File: src/rtl/rg_pkg.sv
package rg_pkg;

   typedef enum logic {
      PH_POLL = 1'b0,
      PH_XFER = 1'b1
   } phase_t;

   typedef logic [2:0] step_t;

   // micro-step decode for one location
   localparam step_t ST_ADDR = 3'd0;  // address driven
   localparam step_t ST_OE_A = 3'd1;  // enable raised
   localparam step_t ST_OE_B = 3'd2;  // enable held, word latched at end
   localparam step_t ST_REL  = 3'd3;  // enable released
   localparam step_t ST_WLO  = 3'd4;  // low half to FIFO
   localparam step_t ST_WHI  = 3'd5;  // high half to FIFO
   localparam step_t ST_GAP  = 3'd6;  // spacer
   localparam step_t ST_NEXT = 3'd7;  // address advance or finish

   localparam logic [1:0] SEL_LOWER = 2'd0;
   localparam logic [1:0] SEL_UPPER = 2'd1;
   localparam logic [1:0] SEL_RATE  = 2'd2;
   localparam logic [1:0] SEL_ORDER = 2'd3;

endpackage

File: src/rtl/rg_prescaler.sv
module rg_prescaler #(
   parameter int RATE_W = 8,
   localparam int RW    = (RATE_W > 0) ? RATE_W : 1
) (
   input  logic          clk,
   input  logic          rst_n,
   input  logic [RW-1:0] div,
   output logic          tick
);

   generate
      if (RATE_W == 0) begin : g_free
         logic unused_div;
         assign unused_div = ^div;
         assign tick = 1'b1;
      end else begin : g_count
         logic [RW-1:0] cnt_q;
         assign tick = (cnt_q >= div);
         always_ff @(posedge clk) begin
            if (!rst_n)    cnt_q <= '0;
            else if (tick) cnt_q <= '0;
            else           cnt_q <= cnt_q + RW'(1);
         end
      end
   endgenerate

endmodule

File: src/rtl/rg_step_seq.sv
module rg_step_seq
   import rg_pkg::*;
(
   input  logic  clk,
   input  logic  rst_n,
   input  logic  run,
   input  logic  tick,
   input  logic  hold,
   output step_t step,
   output logic  carry
);

   step_t step_q;

   always_ff @(posedge clk) begin
      if (!rst_n)              step_q <= ST_ADDR;
      else if (!run)           step_q <= ST_ADDR;
      else if (tick && !hold)  step_q <= step_q + step_t'(1);
   end

   assign step  = step_q;
   assign carry = run && tick && !hold && (step_q == ST_NEXT);

endmodule

File: src/rtl/rg_addr_walker.sv
module rg_addr_walker #(
   parameter int ADDR_W = 18
) (
   input  logic              clk,
   input  logic              rst_n,
   input  logic              load,
   input  logic              adv,
   input  logic [ADDR_W-1:0] lower,
   input  logic [ADDR_W-1:0] upper,
   output logic [ADDR_W-1:0] addr,
   output logic              at_end
);

   logic [ADDR_W-1:0] addr_q;

   always_ff @(posedge clk) begin
      if (!rst_n)              addr_q <= '0;
      else if (load)           addr_q <= lower;
      else if (adv && !at_end) addr_q <= addr_q + ADDR_W'(1);
   end

   assign addr   = addr_q;
   assign at_end = (addr_q >= upper);

endmodule

File: src/rtl/rg_node_order.sv
module rg_node_order #(
   parameter int NODES   = 8,
   localparam int SW     = (NODES > 1) ? $clog2(NODES) : 1,
   localparam int ORDER_W = (NODES + 1) * SW
) (
   input  logic               clk,
   input  logic               rst_n,
   input  logic [ORDER_W-1:0] order_word,
   input  logic               adv,
   output logic [SW-1:0]      cur_node
);

   logic [SW-1:0] slot_node [NODES];
   logic [SW-1:0] last_raw;
   logic [SW-1:0] last_idx;
   logic [SW-1:0] slot_q;

   generate
      for (genvar g = 0; g < NODES; g++) begin : g_slot
         assign slot_node[g] = order_word[g*SW +: SW];
      end
   endgenerate

   assign last_raw = order_word[NODES*SW +: SW];
   assign last_idx = (last_raw > SW'(NODES - 1)) ? SW'(NODES - 1) : last_raw;

   always_ff @(posedge clk) begin
      if (!rst_n)   slot_q <= '0;
      else if (adv) slot_q <= (slot_q >= last_idx) ? '0 : slot_q + SW'(1);
   end

   assign cur_node = slot_node[slot_q];

endmodule

File: src/rtl/result_gather.sv
module result_gather
   import rg_pkg::*;
#(
   parameter int NODES  = 8,
   parameter int ADDR_W = 18,
   parameter int DATA_W = 32,
   parameter int RATE_W = 8,
   parameter int CFG_W  = 32,
   localparam int HALF_W  = DATA_W / 2,
   localparam int SW      = (NODES > 1) ? $clog2(NODES) : 1,
   localparam int ORDER_W = (NODES + 1) * SW,
   localparam int RW      = (RATE_W > 0) ? RATE_W : 1
) (
   input  logic              clk,
   input  logic              rst_n,
   input  logic              cfg_we,
   input  logic [1:0]        cfg_sel,
   input  logic [CFG_W-1:0]  cfg_wdata,
   input  logic [NODES-1:0]  node_ready,
   output logic [NODES-1:0]  node_engaged,
   output logic [NODES-1:0]  node_oe,
   output logic [ADDR_W-1:0] res_addr,
   input  logic [DATA_W-1:0] res_data,
   input  logic              fifo_full,
   output logic              fifo_wr,
   output logic [HALF_W-1:0] fifo_wdata
);

   generate
      if (DATA_W % 2 != 0) begin : g_bad_data
         $error("DATA_W must be even");
      end
      if (NODES < 1) begin : g_bad_nodes
         $error("NODES must be at least 1");
      end
      if (ADDR_W > CFG_W || RW > CFG_W || ORDER_W > CFG_W) begin : g_bad_cfg
         $error("a register field does not fit in CFG_W");
      end
   endgenerate

   // configuration registers
   logic [ADDR_W-1:0]  lower_q, upper_q;
   logic [RW-1:0]      rate_q;
   logic [ORDER_W-1:0] order_q;
   logic               unused_cfg;

   assign unused_cfg = ^cfg_wdata;

   always_ff @(posedge clk) begin
      if (!rst_n) begin
         lower_q <= '0;
         upper_q <= '0;
         rate_q  <= '0;
         order_q <= '0;
      end else if (cfg_we) begin
         case (cfg_sel)
            SEL_LOWER: lower_q <= cfg_wdata[ADDR_W-1:0];
            SEL_UPPER: upper_q <= cfg_wdata[ADDR_W-1:0];
            SEL_RATE:  rate_q  <= cfg_wdata[RW-1:0];
            default:   order_q <= cfg_wdata[ORDER_W-1:0];
         endcase
      end
   end

   // counter chain
   logic          tick, carry, hold, at_end;
   logic          in_xfer, write_step;
   logic          poll_hit, poll_miss, last_word, slot_adv;
   step_t         step;
   logic [SW-1:0] cur_node;
   phase_t        phase_q;
   logic [DATA_W-1:0] word_q;

   rg_prescaler #(.RATE_W(RATE_W)) u_prescale (
      .clk(clk), .rst_n(rst_n), .div(rate_q), .tick(tick)
   );

   rg_step_seq u_step (
      .clk(clk), .rst_n(rst_n), .run(in_xfer), .tick(tick), .hold(hold),
      .step(step), .carry(carry)
   );

   rg_addr_walker #(.ADDR_W(ADDR_W)) u_addr (
      .clk(clk), .rst_n(rst_n), .load(poll_hit), .adv(carry),
      .lower(lower_q), .upper(upper_q), .addr(res_addr), .at_end(at_end)
   );

   rg_node_order #(.NODES(NODES)) u_order (
      .clk(clk), .rst_n(rst_n), .order_word(order_q), .adv(slot_adv),
      .cur_node(cur_node)
   );

   // handshake control
   assign in_xfer    = (phase_q == PH_XFER);
   assign write_step = (step == ST_WLO) || (step == ST_WHI);
   assign hold       = write_step && fifo_full;
   assign poll_hit   = !in_xfer && tick && node_ready[cur_node];
   assign poll_miss  = !in_xfer && tick && !node_ready[cur_node];
   assign last_word  = carry && at_end;
   assign slot_adv   = poll_miss || last_word;

   always_ff @(posedge clk) begin
      if (!rst_n)         phase_q <= PH_POLL;
      else if (poll_hit)  phase_q <= PH_XFER;
      else if (last_word) phase_q <= PH_POLL;
   end

   always_ff @(posedge clk) begin
      if (!rst_n)                                  word_q <= '0;
      else if (in_xfer && tick && step == ST_OE_B) word_q <= res_data;
   end

   generate
      for (genvar g = 0; g < NODES; g++) begin : g_node
         assign node_engaged[g] = in_xfer && (cur_node == SW'(g));
         assign node_oe[g]      = node_engaged[g] &&
                                  ((step == ST_OE_A) || (step == ST_OE_B));
      end
   endgenerate

   assign fifo_wr    = in_xfer && tick && write_step && !fifo_full;
   assign fifo_wdata = (step == ST_WHI) ? word_q[DATA_W-1:HALF_W] : word_q[HALF_W-1:0];

endmodule

File: config.mk
export PLATFORM = sky130hd
export DESIGN_NAME = result_gather
export DESIGN_NICKNAME = d
export VERILOG_FILES = /design/src/rtl/rg_pkg.sv /design/src/rtl/rg_prescaler.sv /design/src/rtl/rg_step_seq.sv /design/src/rtl/rg_addr_walker.sv /design/src/rtl/rg_node_order.sv /design/src/rtl/result_gather.sv
export SDC_FILE = /design/constraint.sdc
export NUM_CORES = 1
export LEC_CHECK = 0
export ABC_CLOCK_PERIOD_IN_PS = 3300
export BUFFER_PORTS_ARGS = -buffer_cell sky130_fd_sc_hd__buf_2
export CAP_MARGIN = 10
export CORE_MARGIN = 10
export CORE_UTILIZATION = 36
export CTS_CLUSTER_SIZE = 12
export DETAILED_ROUTE_END_ITERATION = 10
export SLEW_MARGIN = 20
export SYNTH_ARGS = -nofsm -noshare
export SYNTH_HDL_FRONTEND = slang
export SYNTH_SLANG_ARGS = --single-unit
File: constraint.sdc
create_clock -name clk -period 3.3 [get_ports clk]
set_input_delay 0.99 -clock clk [delete_from_list [all_inputs] [get_ports clk]]
set_output_delay 0.99 -clock clk [all_outputs]
set_load 0.005 [all_outputs]
==> impl_metrics.ini <==
[outcome]
status = finished, final reports clean

[sta]
hold_viol = 0
setup_tns_ps = 0
clock_skew_ps = 11.5
slew_violations = 0
rsz0062_at_grt = yes
fin_crit_sh_pct = 97.4
fmax_ghz = 0.311
hold_ws_ps = 451
worstMarginPinSlew_ps = 815
slew_headroom_pct = 45.5
setup_viol = 0
finalCriticalPeriod_ps = 3210

[clock_tree]
h-tree-depth = 4
cts_hold_buf = 0
clkTransAtPathRegs_ps = 60
clk_path_buf_depth = 2
clockRootBuffer = clkbuf_16
numCtsBuffers = 17
clkLatencyLatePin_ps = 430
cts_sinks = 136
cts_tree = built

[route]
wl_um = 18600
drtIter0Drc = 394
ant_nets = 0
drc = 0
wl_per_cell_um = 15.7
dr_total_vias = 5954
firstDrtPassIters = 5
vias_per_cell = 5.03

[floorplan]
die_w_um = 157
io_pins = 129
rows = 49
fp.coreArea_um2 = 18100
dieArea_um2 = 24500
initial_core_util_pct = 37.1
chipHeight_um = 157

[layout]
antenna_cells = 0
area_growth_pct = 22.8
final_core_util_pct = 45.5
nFillCells = 1862
nNetsFinal = 1056
drive_gt1_share_pct = 23.0

[place]
hpwl_um = 13600
port_buffers = 123
place.gp.congestion = 0.783

[yosys]
synthArstFlopShare_pct = 0
syn_nets = 944
synth_top_cell_by_area = dfxtp_1
synth_area_per_cell_um2 = 8.11
yosysTopAreaCellShare_pct = 40.5
synth_top_cells_by_count = nand2_1 (209), dfxtp_1 (136), a21oi_1 (118), clkbuf_1 (40), ha_1 (37)
synthCells = 829
yosys-top-cells-area = dfxtp_1 (40%), nand2_1 (12%), a21oi_1 (8.8%)
ys_warn_count = 0
synth-seq-cells = 136
syn-cell-area_um2 = 6720
synthMostInstantiatedCell = nand2_1
yosysSeqAreaShare_pct = 40.5
synth_flop_cell = dfxtp_1
synth_edf_count = 0
synth_cell_types = 56

[global_routing]
grt_usage_pct = 15.4
antenna_found_initial = 0
grt_max_degree = 45
overflow = 0
grt_pass1_wl_um = 30500
grt_pass1_vias = 5853
top_usage_layer = met2
use_met1_pct = 20.1
use_met3_pct = 4.08
met2_usage_pct = 24.1

[pwr]
swShare_pct = 26.9
powerDensity_nw_per_um2 = 548
irDropWorstVdd_mv = 0.393
p_leak_uw = 0.00340
share_comb_of_total_power_pct = 15.0
p_int_uw = 3310
p_total_uw = 4530
p_seq_share_pct = 39.4
switchingPower_uw = 1220
clkPwrFrac_pct = 45.6

[setup_path]
path_cells = mux4_2 > mux2_2 > nor3_1 > buf_2
cp.arrival_ps = 2220
crit_path_start_kind = flop
cp_max_fo = 11
path_class = flop to output pin
crit_family = multiplexers
cp.required_ps = 2310
end_kind = output pin
worst-path-buf-inv = 1
slowest_stage = mux4_2
max_stage_delay_ps = 580

[flow_run]
cap_violations = 0

[min_path]
hold_path_class = flop to flop
[through the flow]
stage | std cells | instance area (um2) | setup slack (ps)
floorplan | 829 | 6720 | 643
global placement | 1151 | 7580 | 188
detailed placement | 1151 | 7580 | 153
CTS | 1183 | 8240 | 18.9
global route | 1183 | 8260 | -21.2
finish | 1183 | 8260 | 86.8
[routing by layer]
layer  part of all wire, %  vias to the layer above
li1                      -                     3068
met1                    48                     2753
met2                    46                      114
met3                   4.4                       19
met4                   1.5                        0
met5                     0                        -
[kinds of logic (layout without fill, tap and decap cells)]
| group | count (synthesis) | count (layout) | synth area share (%) |
|---|---|---|---|
| compound gates | 170 | 170 | 14.5 |
| flops | 136 | 136 | 40.5 |
| buf+inv | 84 | 209 | 5.08 |
| mux | 40 | 40 | 7.44 |
| simple gates | 341 | 341 | 22.9 |
| fa+ha+maj | 37 | 37 | 6.88 |
| xor+xnor | 21 | 21 | 2.74 |
[registers in the layout (all words and copies together) (netlist names)]
| name | flops |
|---|---|
| u_order.slot_q | 3 |
| word_q | 32 |
| order_q | 27 |
| u_step.step | 3 |
| lower_q | 18 |
| in_xfer | 1 |
| u_addr.addr | 18 |
| upper_q | 18 |
| u_prescale.g_count.cnt_q | 8 |
| rate_q | 8 |
[area by class of cell]
class	count	area [um2]	share of cell area [%]
multi-input cells	609	3690	44.7
clock buffers	20	457	5.53
repair buffers	142	771	9.33
well taps	229	287	3.47
clock inverters	12	190	2.30
flip-flops and latches	136	2730	33.1
inverters	35	133	1.61
[worst min-delay path, cell delays in order (launching register included)]
cell and delay [ps]:
dfxtp_1 300, nand2_1 50, a21oi_1 50
[power by group through the flow]
| stage | clock (uW) | combinational [uW] | sequential, uW |
|---|---|---|---|
| 2_1_floorplan | 0 | 413 | 1810 |
| 3_3_place_gp | 0 | 670 | 1820 |
| 3_5_place_dp | 0 | 675 | 1820 |
| 4_1_cts | 2100 | 681 | 1780 |
| 5_1_grt | 2180 | 769 | 1790 |
| 6_report | 2060 | 681 | 1780 |
[path summary, 6_finish.rpt]
path / start / slack [ps] / cells past startpoint / end
max reg2reg: u_addr.addr[11] / 550 / 8 / u_addr.addr[1]
max: u_order.slot_q[0] / 90 / 4 / node_oe[6]
min reg2reg: word_q[18] / 450 / 2 / word_q[18]
min: word_q[18] / 450 / 2 / word_q[18]
[timing repair]
| item | in CTS | in global routing |
|---|---|---|
| endpoints found under the setup margin | 16 | 7 |
| cloned | 0 | 0 |
| buffers inserted | 0 | 0 |
| gates resized for setup | 5 | 6 |
[cells in the final DEF (no fill, tap or decap), drive strengths merged, types with 6 or more instances in the layout]
cell    count
buf       142
a21o        7
ha         37
nand2b      6
nor3       15
o21ai      13
nor2       29
nand4      16
inv        37
a21oi     118
nand2     209
dfxtp     136
and2        7
mux2i      16
xor2       18
o31ai      13
nand3      19
clkbuf     20
and3       18
mux2       20
(Power assumes the default switching activity.)
